[src/rtl/hsimd_pkg.sv]
package hsimd_pkg;

    typedef enum logic [3:0] {
        OP_ADD_MOD = 4'd0,
        OP_ADD_SS  = 4'd1,
        OP_ADD_US  = 4'd2,
        OP_SUB_MOD = 4'd3,
        OP_SUB_SS  = 4'd4,
        OP_SUB_US  = 4'd5,
        OP_AVG     = 4'd6,
        OP_SHLADD  = 4'd7,
        OP_SHRADD  = 4'd8,
        OP_SHL     = 4'd9,
        OP_SHRA    = 4'd10,
        OP_SHRL    = 4'd11
    } op_e;

endpackage

[src/rtl/hsimd_shift.sv]
module hsimd_shift #(
    parameter int W = 16
) (
    input  logic [W-1:0] din,
    input  logic [3:0]   amt,
    input  logic         left,
    input  logic         arith,
    output logic [W-1:0] dout
);

    always_comb begin
        if (left) begin
            dout = din << amt;
        end else if (arith) begin
            dout = W'($signed(din) >>> amt);
        end else begin
            dout = din >> amt;
        end
    end

endmodule

[src/rtl/hsimd_lane.sv]
module hsimd_lane
    import hsimd_pkg::*;
#(
    parameter int W = 16
) (
    input  logic [W-1:0] a,
    input  logic [W-1:0] b,
    input  op_e          op,
    input  logic [3:0]   shamt,
    output logic [W-1:0] y
);

    localparam int XW = W + 5;
    localparam logic signed [XW-1:0] SMAX = XW'((64'sd1 <<< (W-1)) - 64'sd1);
    localparam logic signed [XW-1:0] SMIN = -SMAX - XW'(1);

    logic signed [XW-1:0] xa, xb;
    logic [W:0]           usum, udif, uavg;
    logic [1:0]           k;
    logic [W-1:0]         sh_y;
    logic                 sh_left, sh_arith;

    function automatic logic [W-1:0] clamp_s(input logic signed [XW-1:0] v);
        if (v > SMAX) begin
            return {1'b0, {(W-1){1'b1}}};
        end else if (v < SMIN) begin
            return {1'b1, {(W-1){1'b0}}};
        end else begin
            return v[W-1:0];
        end
    endfunction

    assign xa   = {{(XW-W){a[W-1]}}, a};
    assign xb   = {{(XW-W){b[W-1]}}, b};
    assign usum = {1'b0, a} + {1'b0, b};
    assign udif = {1'b0, a} - {1'b0, b};
    assign uavg = usum + (W+1)'(1);
    assign k    = shamt[1:0];

    assign sh_left  = (op == OP_SHL);
    assign sh_arith = (op == OP_SHRA);

    hsimd_shift #(.W(W)) u_shift (
        .din   (a),
        .amt   (shamt),
        .left  (sh_left),
        .arith (sh_arith),
        .dout  (sh_y)
    );

    always_comb begin
        unique case (op)
            OP_ADD_MOD: y = a + b;
            OP_ADD_SS:  y = clamp_s(xa + xb);
            OP_ADD_US:  y = usum[W] ? {W{1'b1}} : usum[W-1:0];
            OP_SUB_MOD: y = a - b;
            OP_SUB_SS:  y = clamp_s(xa - xb);
            OP_SUB_US:  y = udif[W] ? {W{1'b0}} : udif[W-1:0];
            OP_AVG:     y = uavg[W:1];
            OP_SHLADD:  y = clamp_s((xa <<< k) + xb);
            OP_SHRADD:  y = clamp_s((xa >>> k) + xb);
            OP_SHL,
            OP_SHRA,
            OP_SHRL:    y = sh_y;
            default:    y = '0;
        endcase
    end

endmodule

[src/rtl/hsimd_alu.sv]
module hsimd_alu
    import hsimd_pkg::*;
#(
    parameter int LANE_W = 16,
    parameter int LANES  = 4
) (
    input  logic                      clk,
    input  logic                      rst,
    input  logic                      in_vld,
    input  logic [LANE_W*LANES-1:0]   op_a,
    input  logic [LANE_W*LANES-1:0]   op_b,
    input  logic [3:0]                opcode,
    input  logic [3:0]                shamt,
    output logic [LANE_W*LANES-1:0]   res,
    output logic                      res_vld
);

    localparam int DW = LANE_W * LANES;

    op_e            op;
    logic [DW-1:0]  lane_y;

    assign op = op_e'(opcode);

    for (genvar g = 0; g < LANES; g++) begin : g_lane
        hsimd_lane #(.W(LANE_W)) u_lane (
            .a     (op_a[g*LANE_W +: LANE_W]),
            .b     (op_b[g*LANE_W +: LANE_W]),
            .op    (op),
            .shamt (shamt),
            .y     (lane_y[g*LANE_W +: LANE_W])
        );
    end

    always_ff @(posedge clk) begin
        if (rst) begin
            res     <= '0;
            res_vld <= 1'b0;
        end else begin
            res_vld <= in_vld;
            if (in_vld) begin
                res <= lane_y;
            end
        end
    end

endmodule

[config.mk]
export PLATFORM = sky130hd
export DESIGN_NAME = hsimd_alu
export DESIGN_NICKNAME = d
export VERILOG_FILES = /design/src/rtl/hsimd_pkg.sv /design/src/rtl/hsimd_shift.sv /design/src/rtl/hsimd_lane.sv /design/src/rtl/hsimd_alu.sv
export SDC_FILE = /design/constraint.sdc
export NUM_CORES = 2
export LEC_CHECK = 0
export BUFFER_PORTS_ARGS = -buffer_cell sky130_fd_sc_hd__buf_2
export CAP_MARGIN = 30
export CELL_PAD_IN_SITES_DETAIL_PLACEMENT = 1
export CELL_PAD_IN_SITES_GLOBAL_PLACEMENT = 1
export CORE_MARGIN = 3
export CORE_UTILIZATION = 42
export DETAILED_ROUTE_END_ITERATION = 12
export PLACE_DENSITY = 0.77
export SYNTH_ARGS = -nofsm -noshare
export SYNTH_HDL_FRONTEND = slang
export SYNTH_SLANG_ARGS = --single-unit
[constraint.sdc]
create_clock -name clk -period 6.8 [get_ports clk]
set_clock_uncertainty 0.1 [all_clocks]
set_input_delay 1.36 -clock clk [delete_from_list [all_inputs] [get_ports clk]]
set_output_delay 1.36 -clock clk [all_outputs]
set_load 0.03 [all_outputs]
* Yosys cells after proc, flatten, opt, wreduce, memory -nomap -nowiden
Index checks and enable logic that the tools add are counted.
** Storage, ports and cells
- Register bits after elaboration :: 65
- Input bits :: 139
- Memories kept :: 0
- Bits in latches :: 0
- Memory bits (read-only) :: 0
- Output and inout port bits :: 65
- RAM bits :: 0
** Operators by class
- Multipliers :: 0
- $add $sub $neg :: 36
- Reduce and logical (&&, ||, !) cells :: 2
- Magnitude comparators :: 32
- Bitwise logic cells :: 0
- Shift operators :: 20
- Muxes and demuxes :: 52
- Eq/ne operators :: 11
- Div/mod/pow operators :: 0
** Operators by type and width (number)
- 16-bit two-way mux :: 48
- 16-bit case mux with 10 select lines :: 4
- 21-bit by 16-bit > comparator with 1-bit output (second input constant) :: 16
- 21-bit by 16-bit < comparator with 1-bit output (second input constant) :: 16
- 21-bit by 16-bit adder with 21-bit output :: 8
- 16-bit by 16-bit adder with 17-bit output :: 8
- 16-bit by 16-bit subtractor with 17-bit output :: 8
- 16-bit by 2-bit <<< shifter with 21-bit output :: 4
- 16-bit by 2-bit >>> shifter with 21-bit output :: 4
- 17-bit by 1-bit adder with 17-bit output (second input constant) :: 4
- 16-bit adder :: 4
- 16-bit by 4-bit << shifter with 16-bit output :: 4
- 16-bit by 4-bit right shift with 16-bit output :: 4
- 16-bit by 4-bit >>> shifter with 16-bit output :: 4
- 16-bit subtractor :: 4
- 4-bit by 3-bit equality test with 1-bit output (second input constant) :: 4
- 4-bit equality test (second input constant) :: 4
- 4-bit by 2-bit equality test with 1-bit output (second input constant) :: 2
- 4-bit by 1-bit equality test with 1-bit output (second input constant) :: 1
- 4-bit zero test :: 1
- 3-bit OR reduction :: 1

* Depth between registers and ports, before layout
- Depth in word-level cells :: 6
- Depth in mapped cells :: 24

* Hierarchy
Synthesis repeated with hierarchy kept, for this count alone.
** Second synthesis, totals
- Cells, all modules :: 4925
- Area total of the unflattened synthesis :: 36866.6 um^2
** By module, submodules not included
- hsimd_lane (g_lane[0].u_lane ...) :: instances 2, area an instance 6862.8 um^2, seq. area each 0.0 um^2, cells an instance 975
- hsimd_lane (g_lane[3].u_lane) :: instances 1, area an instance 7159.4 um^2, seq. area each 0.0 um^2, cells an instance 995
- hsimd_shift :: instances 4, area an instance 1711.6 um^2, seq. area each 0.0 um^2, cells an instance 207
- hsimd_lane (g_lane[1].u_lane) :: instances 1, area an instance 6824.0 um^2, seq. area each 0.0 um^2, cells an instance 944
- hsimd_alu :: instances 1, area an instance 2311.0 um^2, seq. area each 1301.2 um^2, cells an instance 208

* Worst setup path after synthesis
Ideal clock, no wire load.
- Path type :: input-to-reg
- Start :: input shamt[0]
- End :: register res[9]
- Data required time :: 6.541 ns
- Setup time :: 0.159 ns
- Buffers on the path :: 8
- Path slack :: -0.007 ns
- Stages on the path :: 21
- Arrival time :: 6.548 ns
- Cells stage by stage :: buf_2 > buf_2 > buf_2 > buf_2 > buf_2 > buf_2 > buf_2 > buf_2 > mux4_2 > ha_1 > nor2b_1 > o31ai_1 > a21oi_1 > a311oi_1 > o21ai_0 > a211oi_1 > o31a_1 > nor2_1 > a21o_1 > nor4_1 > a311oi_1
** Between the ends
- Word-level cells in the longest chain between the ends :: 6
- Elaborated cells between the ends (all ways) :: 18
** Ends and longest elaborated chain
- start: declaration :: line hsimd_alu.sv:13 : input logic [3:0] shamt,
- 16-bit by 2-bit >>> shifter with 21-bit output / 16-bit by 2-bit <<< shifter with 21-bit output (equally long branches) :: line hsimd_lane.sv:61, hsimd_lane.sv:60
- 21-bit by 16-bit adder with 21-bit output (on tied branches) :: line hsimd_lane.sv:61, hsimd_lane.sv:60
- 21-bit by 16-bit < comparator with 1-bit output :: line hsimd_lane.sv:26 : end else if (v < SMIN) begin
- 16-bit two-way mux :: line hsimd_lane.sv:26
- 16-bit two-way mux :: line hsimd_lane.sv:24 : if (v > SMAX) begin
- 16-bit case mux with 10 select lines * :: line hsimd_lane.sv:52 : unique case (op)
- end signal: assignment :: line hsimd_alu.sv:42 : res <= lane_y;
- end: declaration :: line hsimd_alu.sv:14 : output logic [LANE_W*LANES-1:0] res,
Mark *: on every way between the ends. The rest lies on a longest branch, timed or not.
A chain may end at the register's enable or synchronous reset.

* Final worst setup path
- Start :: input shamt[0]
- End :: register res[27]
Same word-level chain as after synthesis.

==> out/results.md <==
## Run status
- finished clean — outcome

## Timing
- 0.156 GHz — maximum clock frequency
- 1.13 ns — slew at the pin with the worst max-slew slack
- 0.247 — Worst slew margin
- 0.385 ns — post-layout worst setup margin
- 0 — hold violation count in the final report
- 0 ns — setup total negative slack
- no — setup repair after global routing missed its margin
- 6.42 ns — shortest clock period the worst path allows after layout
- 0.943 — crit share post-route
- 0 — Setup-failing EPs final
- 0 — Slew Limit Fails

## Detailed routing
- 0 — number of nets still failing antenna checks after routing
- 28.6 µm — per-cell routed wire length
- 37,000 — via count
- 7 — router iterations before antenna repair
- 153,000 µm — DRT Wirelength
- 3,942 — Iteration-0 DRC Markers
- 0 — DR DRC count
- 6.91 — average via count per standard cell

## Clocking
- 0 — count of buffers added by post-CTS timing repair for setup
- 2 — maximum number of buffers from clock root to sink
- 9 — TritonCTS buffer count
- 0.06 ns — clock-pin slew on the worst setup and hold paths
- clkbuf_16 — root cell of the clock tree
- yes — CTS tree
- 0 — Post-CTS Hold Buffers
- 0.39 ns — clock latency at the later pin of the worst-skew pair
- 3 — H-tree levels
- 65 — CTS Sinks
- 0 — cts repair resizes

## Finish
- 9,232 — number of filler instances in the final layout
- 8.36% — Syn-to-layout area delta
- 32,700 µm² — final cell area excluding filler cells
- 0.110 — fraction of final layout cells sized beyond drive strength 1
- 4,885 — number of nets at the end of the flow
- 5,352 — Layout Cells excl Fill

## Yosys
- 6.99 µm² — per-instance average area after synthesis
- 95 — count of cell types in the netlist
- a21oi_1 — most repeated cell in the gate-level netlist after synthesis
- 0 — number of warning messages in the yosys log
- dfxtp_1 — Primary FF master, synth
- 0.134 — Yosys top cell area share
- ha_1, xnor2_1, a21oi_1, o21ai_0, mux4_2 — top area cells in the synthesized netlist
- 0 — proportion of register bits with asynchronous set or reset after synthesis
- 0 — count of flip-flops with a built-in enable after synthesis
- 30,200 µm² — post-synthesis cell area
- 4,320 — gate count after technology mapping
- 4,799 — post-synthesis net count
- ha_1 — top cell type by total area after synthesis
- 65 — synthesized flop and latch total
- a21oi_1, nor2_1, o21ai_0 — ranking of synthesized cells by instance count
- 0.0431 — portion of the post-synthesis area used by sequential elements

## Power
- 0.148 mV — worst supply voltage drop on vdd
- 13.4 nW — total leakage power
- 0.113 — Clk pwr share
- 0.564 — switching share of power
- 144 nW/µm² — power per standard cell area
- 0.095 — Seq pwr share
- 0.792 — Gate power share
- 2.66 mW — total net switching power
- 2.06 mW — Power Internal

## Global routing
- 69 — maximum number of pins on one net before global-route repair
- 228,000 µm — wire length of the first global-routing pass
- 0 — Congestion Overflow GR
- 36,300 — number of global-route vias before repair
- 0.393 — GRT Total Usage
- 2 — initial antenna violation count

## Floorplanning
- 75,200 µm² — floorplan die area
- 204 — # IOs
- 274 µm — Die Height
- 0.428 — Starting Density
- 97 — site row count
- 70,600 µm² — area inside the core boundary
- 274 µm — die boundary width

## Flow run
- 0 — max capacitance violation total

## Place
- 0.285 ns — worst slack at placement
- 203 — buffers added on ports
- 1.01 — last weighted congestion value of the routability-driven placer
- 5,335 — number of placed instances, taps included
- 32,400 µm² — instance area at placement
- 121,000 µm — post-detailed-placement half-perimeter wirelength

## Worst setup path
- in2reg — kind of critical path
- input port — kind of start point of the critical path
- 47 — biggest fanout along the worst timing path
- 6.57 ns — critical path arrival
- 6.96 ns — Crit path required time
- flop — Worst setup EP type

## Hold path
- reg2reg — Hold Crit Class

metal layers:
metal  GRT usage  vias to the layer above  wire length (µm)  part of all wire
met5           0                        -                13          0.000085
met4       0.206                        2              9360             0.061
met3      0.0756                      425             14600             0.095
met2       0.614                     1922             66500              0.43
met1       0.511                    18100             62600              0.41
li1            -                    16500                 -                 -
per-stage QoR:
stage | utilization | hold WS (ns) | power, mW
CTS | 0.463 | 0.429 | 4.62
global route | 0.463 | 0.444 | 5.01
global placement | 0.459 | 0.429 | 4.01
detailed placement | 0.459 | 0.414 | 4.07
finish | 0.463 | 0.429 | 4.72
floorplan | - | 0.529 | 2.92
critical path, cell delays in order:
cell       delay [ns]
buf_6            0.40
inv_2            0.31
buf_4            0.30
o21ai_0          0.62
ha_1             0.36
nor2_1           0.08
a221oi_1         0.37
a21boi_0         0.30
o211ai_1         0.23
o21ai_0          0.24
or4_1            0.44
o211ai_1         0.35
buf_4            0.26
o21ai_0          0.08
a2111oi_0        0.48
and4_1           0.29
nor3_1           0.05
worst paths after layout:
| path | to | cells past startpoint | start | slack, ns |
|---|---|---|---|---|
| worst max register to register | res[63]$_SDFFE_PP0P_ | 6 | res[63]$_SDFFE_PP0P_ | 4.57 |
| worst min-delay path | res[47]$_SDFFE_PP0P_ | 1 | res[47]$_SDFFE_PP0P_ | 0.43 |
| worst max-delay path | res[27]$_SDFFE_PP0P_ | 17 | shamt[0] | 0.38 |
| worst min register to register | res[47]$_SDFFE_PP0P_ | 1 | res[47]$_SDFFE_PP0P_ | 0.43 |
kinds of logic after synthesis:
kind of cell / share of synthesized area
AOI/OAI and AO/OA: 0.350
and+or+nand+nor: 0.219
buffers and inverters: 0.0540
adders and majority gates: 0.149
xor gates and xnor gates: 0.102
muxes: 0.0837
DFF: 0.0431
area by class of cell:
type	instances	area [µm²]	area share
well taps	940	1180	0.0359
clock buffers	13	250	0.00764
flip-flops and latches	65	1300	0.0397
clock inverters	3	40.0	0.00122
diodes	1	2.50	0.0000764
inverters	195	732	0.0224
repair buffers	304	1840	0.0562
multi-input cells	3831	27400	0.837
power by group through the flow:
stage / Sequential [mW] / Combinational, mW / Clock [mW]
after global placement: 0.459 / 3.55 / 0
after CTS: 0.450 / 3.63 / 0.534
after detailed placement: 0.458 / 3.61 / 0
after floorplan: 0.498 / 2.42 / 0
final: 0.451 / 3.74 / 0.533
after global routing: 0.451 / 4.01 / 0.546
placed cells by master (no fill, tap or decap), drive strengths merged, types with 86 or more instances in the layout:
| cell type | netlist | final |
|---|---|---|
| nor2 | 386 | 386 |
| o21ai | 352 | 352 |
| xnor2 | 263 | 263 |
| nand2 | 328 | 328 |
| buf | 42 | 303 |
| a31oi | 90 | 90 |
| nand2b | 89 | 89 |
| xor2 | 88 | 88 |
| ha | 324 | 324 |
| nor3 | 130 | 130 |
| nand3 | 86 | 86 |
| a21oi | 391 | 391 |
| inv | 191 | 192 |
registers in the layout, summed over array words and instances (netlist names):
name,flops
res_vld,1
res,64
Note: power is estimated with default switching activity, not from simulation.
